<file path="src/rtl/i2s_ser_pkg.sv">
package i2s_ser_pkg;

  localparam int LINK_IDX_W = 4;

  typedef struct packed {
    logic [LINK_IDX_W-1:0] left;
    logic [LINK_IDX_W-1:0] right;
  } slot_pair_t;

  // pair-select code to link slot numbers
  function automatic slot_pair_t slot_pair_of(input logic [1:0] code);
    slot_pair_t p;
    unique case (code)
      2'd0:    begin p.left = 4'd3;  p.right = 4'd4;  end
      2'd1:    begin p.left = 4'd7;  p.right = 4'd8;  end
      2'd2:    begin p.left = 4'd6;  p.right = 4'd9;  end
      default: begin p.left = 4'd10; p.right = 4'd11; end
    endcase
    return p;
  endfunction

endpackage

</file>
<file path="src/rtl/i2s_frame_timer.sv">
module i2s_frame_timer #(
  parameter int FRAME_LOG2 = 8,
  parameter int DIV_LOG2   = 2,
  localparam int POS_W     = FRAME_LOG2 - 1 - DIV_LOG2
) (
  input  logic                  clk,
  input  logic                  rst_n,
  output logic [FRAME_LOG2-1:0] phase,
  output logic                  frame_end,
  output logic                  right_half,
  output logic                  bclk_div,
  output logic [POS_W-1:0]      bit_pos
);

  logic [FRAME_LOG2-1:0] cnt_q;

  always_ff @(posedge clk or negedge rst_n) begin
    if (!rst_n) cnt_q <= '0;
    else        cnt_q <= cnt_q + 1'b1;
  end

  assign phase      = cnt_q;
  assign frame_end  = &cnt_q;
  assign right_half = cnt_q[FRAME_LOG2-1];
  assign bclk_div   = cnt_q[DIV_LOG2-1];
  assign bit_pos    = cnt_q[FRAME_LOG2-2:DIV_LOG2];

endmodule

</file>
<file path="src/rtl/i2s_slot_capture.sv">
module i2s_slot_capture
  import i2s_ser_pkg::*;
#(
  parameter int SAMPLE_W = 20
) (
  input  logic                  clk,
  input  logic                  rst_n,
  input  logic [1:0]            pair_sel,
  input  logic                  slot_stb,
  input  logic [LINK_IDX_W-1:0] slot_idx,
  input  logic [SAMPLE_W-1:0]   slot_data,
  input  logic                  slot_tag,
  input  logic                  frame_end,
  output logic [SAMPLE_W-1:0]   word_l,
  output logic [SAMPLE_W-1:0]   word_r
);

  slot_pair_t            pair;
  logic                  hit_l, hit_r;
  logic [SAMPLE_W-1:0]   pend_l, pend_r;
  logic                  pv_l, pv_r;

  assign pair  = slot_pair_of(pair_sel);
  assign hit_l = slot_stb && (slot_idx == pair.left);
  assign hit_r = slot_stb && (slot_idx == pair.right);

  // pending stage: filled by slot strobes, emptied at each boundary
  always_ff @(posedge clk or negedge rst_n) begin
    if (!rst_n) begin
      pend_l <= '0; pend_r <= '0; pv_l <= 1'b0; pv_r <= 1'b0;
    end else begin
      if (hit_l) begin
        pend_l <= slot_data; pv_l <= slot_tag;
      end else if (frame_end) begin
        pv_l <= 1'b0;
      end
      if (hit_r) begin
        pend_r <= slot_data; pv_r <= slot_tag;
      end else if (frame_end) begin
        pv_r <= 1'b0;
      end
    end
  end

  // output stage: loaded only at the frame boundary
  always_ff @(posedge clk or negedge rst_n) begin
    if (!rst_n) begin
      word_l <= '0; word_r <= '0;
    end else if (frame_end) begin
      word_l <= pv_l ? pend_l : '0;
      word_r <= pv_r ? pend_r : '0;
    end
  end

endmodule

</file>
<file path="src/rtl/i2s_bit_mux.sv">
module i2s_bit_mux #(
  parameter int SAMPLE_W = 20,
  parameter int POS_W    = 5,
  localparam int CH_BITS = 1 << POS_W,
  localparam int PAD_W   = CH_BITS - 1 - SAMPLE_W
) (
  input  logic                en,
  input  logic                right_half,
  input  logic [POS_W-1:0]    bit_pos,
  input  logic [SAMPLE_W-1:0] word_l,
  input  logic [SAMPLE_W-1:0] word_r,
  output logic                sd
);

  // one channel slot, position 0 at the top: delay bit, sample, padding
  function automatic logic slot_bit(input logic [SAMPLE_W-1:0] w,
                                    input logic [POS_W-1:0]    p);
    logic [CH_BITS-1:0] lane;
    lane = {1'b0, w, {PAD_W{1'b0}}};
    return lane[~p];
  endfunction

  logic [SAMPLE_W-1:0] cur;
  assign cur = right_half ? word_r : word_l;
  assign sd  = en & slot_bit(cur, bit_pos);

endmodule

</file>
<file path="src/rtl/i2s_link_serializer.sv">
module i2s_link_serializer
  import i2s_ser_pkg::*;
#(
  parameter int SAMPLE_W   = 20,
  parameter int FRAME_LOG2 = 8,
  parameter int DIV_LOG2   = 2,
  localparam int POS_W     = FRAME_LOG2 - 1 - DIV_LOG2
) (
  input  logic                  clk_256fs,
  input  logic                  rst_n,
  input  logic                  i2s_en,
  input  logic                  bclk64_en,
  input  logic [1:0]            pair_sel,
  input  logic                  slot_stb,
  input  logic [LINK_IDX_W-1:0] slot_idx,
  input  logic [SAMPLE_W-1:0]   slot_data,
  input  logic                  slot_tag,
  output logic                  i2s_sd,
  output logic                  i2s_lrclk,
  output logic                  i2s_bclk64,
  output logic                  sd_oe,
  output logic                  lr_oe
);

  logic [FRAME_LOG2-1:0] phase_w;
  logic                  frame_end_w;
  logic                  right_w;
  logic                  bclk_w;
  logic [POS_W-1:0]      bit_pos_w;
  logic [SAMPLE_W-1:0]   lat_l_w, lat_r_w;

  i2s_frame_timer #(.FRAME_LOG2(FRAME_LOG2), .DIV_LOG2(DIV_LOG2)) u_timer (
    .clk(clk_256fs), .rst_n(rst_n), .phase(phase_w), .frame_end(frame_end_w),
    .right_half(right_w), .bclk_div(bclk_w), .bit_pos(bit_pos_w)
  );

  i2s_slot_capture #(.SAMPLE_W(SAMPLE_W)) u_cap (
    .clk(clk_256fs), .rst_n(rst_n), .pair_sel(pair_sel), .slot_stb(slot_stb),
    .slot_idx(slot_idx), .slot_data(slot_data), .slot_tag(slot_tag),
    .frame_end(frame_end_w), .word_l(lat_l_w), .word_r(lat_r_w)
  );

  i2s_bit_mux #(.SAMPLE_W(SAMPLE_W), .POS_W(POS_W)) u_mux (
    .en(i2s_en), .right_half(right_w), .bit_pos(bit_pos_w),
    .word_l(lat_l_w), .word_r(lat_r_w), .sd(i2s_sd)
  );

  assign i2s_lrclk  = i2s_en & right_w;
  assign i2s_bclk64 = bclk64_en & bclk_w;
  assign sd_oe      = i2s_en;
  assign lr_oe      = i2s_en;

endmodule

</file>
<file path="config.mk">
export PLATFORM = sky130hd
export DESIGN_NAME = i2s_link_serializer
export DESIGN_NICKNAME = d
export VERILOG_FILES = /design/src/rtl/i2s_ser_pkg.sv /design/src/rtl/i2s_frame_timer.sv /design/src/rtl/i2s_slot_capture.sv /design/src/rtl/i2s_bit_mux.sv /design/src/rtl/i2s_link_serializer.sv
export SDC_FILE = /design/constraint.sdc
export NUM_CORES = 1
export LEC_CHECK = 0
export ABC_AREA = 1
export BUFFER_PORTS_ARGS = -buffer_cell sky130_fd_sc_hd__buf_2
export CAP_MARGIN = 25
export CORE_UTILIZATION = 45
export DETAILED_ROUTE_END_ITERATION = 16
export PLACE_DENSITY = 0.69
export SLEW_MARGIN = 15
export SYNTH_ARGS = -nofsm -noshare
export SYNTH_HDL_FRONTEND = slang
export SYNTH_SLANG_ARGS = --single-unit
</file>
<file path="constraint.sdc">
create_clock -name clk_256fs -period 3.5 [get_ports clk_256fs]
set_input_delay 0.35 -clock clk_256fs [delete_from_list [all_inputs] [get_ports clk_256fs]]
set_output_delay 0.35 -clock clk_256fs [all_outputs]
set_load 0.02 [all_outputs]
</file>
==> flow_summary.json <==
{
  "cp.arrival_ns": 2.50,
  "dieArea_mm2": 0.00947,
  "endpoint_kind": "output pin",
  "synth_nets": 517,
  "rows": 34,
  "hold_slack_ns": 0.248,
  "yosys_warnings": 0,
  "path_cells": "inv_2, o21ai_0, nor2_1, nor2_1, nand2_1, nand3_1, nand3_1, a21oi_1, buf_2",
  "fin_cells": 617,
  "ys_seq_area_frac": 0.551,
  "fin_skew_ns": 0.00936,
  "final_area_mm2": 0.00457,
  "p_per_area_mw_per_mm2": 531,
  "slew_headroom": 0.472,
  "cts_buffers": 9,
  "overflow": 0,
  "r2r_cells": 5,
  "die_h_um": 97.3,
  "rr_endpoint": "u_cap.word_l[7]",
  "ant_nets": 0,
  "nets": 542,
  "hold_depth": 3,
  "reg2reg_slack_ns": 1.28,
  "clk_latency_ns": 0.36,
  "ys.flop_type": "dfrtp_1",
  "via_per_inst": 5.11,
  "synth_edf_count": 0,
  "globalplace.congestion": 0.874,
  "route.vias.total": 3151,
  "cts.path.max_buffers": 2,
  "cts_tree": "done",
  "nFillCells": 816,
  "ctsResizeCount": 0,
  "path_clk_slew_ns": 0.09,
  "htreeDepth": 3,
  "pin_count": 37,
  "grt_max_degree": 47,
  "hold_end": "u_cap.pend_r[5]",
  "avgRoutedWirePerCell_um": 13.1,
  "slew_viol_final": 0,
  "finalCritPeriodShare": 0.815,
  "vdd_drop_max_uv": 250,
  "path_buf_inv": 2,
  "core_area_mm2": 0.00876,
  "max_cap_violations": 0,
  "p_leak_nw": 2.35,
  "antenna_found_initial": 0,
  "hold_start": "slot_data[5]",
  "routed_wl_mm": 8.06,
  "syn_area_mm2": 0.00409,
  "hold_class": "input port to flip-flop",
  "placed_area_mm2": 0.00432,
  "min_period_ns": 2.85,
  "first_iter_violations": 202,
  "grt_pass1_vias": 3079,
  "yosysTopAreaCell": "dfrtp_1",
  "crit_type": "flip-flop to output pin",
  "drc": 0,
  "hpwl_mm": 5.49,
  "drive_gt1_frac": 0.120,
  "ys_types": 25,
  "grt_pass1_wl_mm": 14.3,
  "final.setup.tns_ns": 0,
  "synth.area.top_cells": "dfrtp_1 (55%), nand2_1 (10%), o21ai_0 (8.8%)",
  "synth.top_cell.area_share": 0.551,
  "synth_commonest_cells": "nand2_1 (111), dfrtp_1 (90), o21ai_0 (72), nand3_1 (70), inv_1 (64)",
  "initial_core_util": 0.466,
  "setup_viol": 0,
  "max_stage_delay_ns": 0.86,
  "layout_setup_ws_ns": 0.647,
  "p_total_mw": 2.43,
  "required_ns": 3.15,
  "startpoint_type": "flip-flop",
  "antenna_cells": 0,
  "async_reset_ff_frac": 1.00,
  "ys_seq_elements": 90,
  "place.port_buffers": 36,
  "final_util": 0.521,
  "grt_util_all_layers": 0.186,
  "pre_cts_slack_ns": 1.05,
  "ctsRootBufferMaster": "clkbuf_8",
  "rsz0062_at_grt": "no",
  "area_delta_synth_final_pct": 11.8,
  "worst-path-max-fanout": 27,
  "dp.cells": 600,
  "hold_viol_final": 0,
  "cp_slowest_cell": "dfrtp_1",
  "postSynthAreaPerCell_um2": 8.53,
  "r2r-start": "u_timer.phase[7]",
  "status": "finished clean",
  "syn_inst": 479,
  "dr.pass1.iters": 5,
  "numClockSinks": 90,
  "worst_slew_pin_slew_ns": 0.791,
  "fmax_mhz": 351,
  "critical-path-top-delay-family": "flip-flops",
  "die-width_um": 97.3,
  "yosysMostFrequentCell": "nand2_1"
}
## power by group
group | switching (mW) | total, mW | internal, mW
Clock | 0.369 | 0.844 | 0.474
Combinational | 0.120 | 0.218 | 0.0981
Sequential | 0.155 | 1.37 | 1.21
Total | 0.644 | 2.43 | 1.78
## area by class of cell
cell class	instances	area [um2]	area share
Tap cell	108	135	0.0296
Multi-Input combinational cell	295	1440	0.316
Timing Repair Buffer	42	250	0.0548
Inverter	66	248	0.0542
Clock buffer	9	124	0.0271
Sequential cell	90	2250	0.493
Clock inverter	7	116	0.0255
## worst max-delay path by stage
stage	start	endpoint	slack [ns]	cells past startpoint
after detailed placement	u_timer.phase[7]	i2s_sd	1.05	9
after CTS	u_timer.phase[7]	i2s_sd	0.66	9
after global placement	u_timer.phase[7]	i2s_sd	1.11	9
after global routing	u_timer.phase[7]	i2s_sd	0.44	9
final	u_timer.phase[7]	i2s_sd	0.65	9
after floorplan	u_timer.phase[7]	i2s_sd	1.66	8
## routing by layer
layer | routed length, um | global-route usage
met5 | 0 | 0
met3 | 333 | 0.0237
met4 | 93 | 0.0781
met1 | 3990 | 0.270
met2 | 3640 | 0.285
## kinds of logic (layout without fill, tap and decap cells)
group | count (synthesis) | in the layout | synth area share
and+or+nand+nor | 200 | 200 | 0.213
adders and majority gates | 6 | 6 | 0.0184
buffers and inverters | 94 | 124 | 0.0958
DFF | 90 | 90 | 0.551
xor gates and xnor gates | 11 | 11 | 0.0236
AOI/OAI and AO/OA | 78 | 78 | 0.0979
## cell usage in the layout (no fill, tap or decap), types with 2 or more instances in the layout
| cell type | instances |
|---|---|
| bufinv_16 | 3 |
| nor2_1 | 10 |
| nand2_1 | 111 |
| buf_4 | 5 |
| xnor2_1 | 3 |
| xor2_1 | 8 |
| dfrtp_1 | 90 |
| clkinv_2 | 2 |
| buf_2 | 35 |
| clkbuf_8 | 9 |
| nand4_1 | 4 |
| ha_1 | 6 |
| o211ai_1 | 2 |
| inv_1 | 64 |
| nor3_1 | 2 |
| a21oi_1 | 2 |
| o21ai_0 | 72 |
| nand3_1 | 70 |
## tightest hold or removal path: cells and delay by family
family	cells	cell delay (ns)
AO/OA/AOI/OAI	1	0.07
buffers and inverters	2	0.15
## what timing repair did
item	in CTS	in global routing
setup buffers	0	0
hold endpoints to repair	5	0
hold buffers	1	0
## flip-flops by register name, indices dropped and copies added (netlist names)
name           flops
u_cap.word_l      20
u_cap.pv_l         1
u_cap.pend_r      20
u_cap.pend_l      20
u_cap.pv_r         1
u_cap.word_r      20
u_timer.phase      8
(Power assumes the default switching activity.)
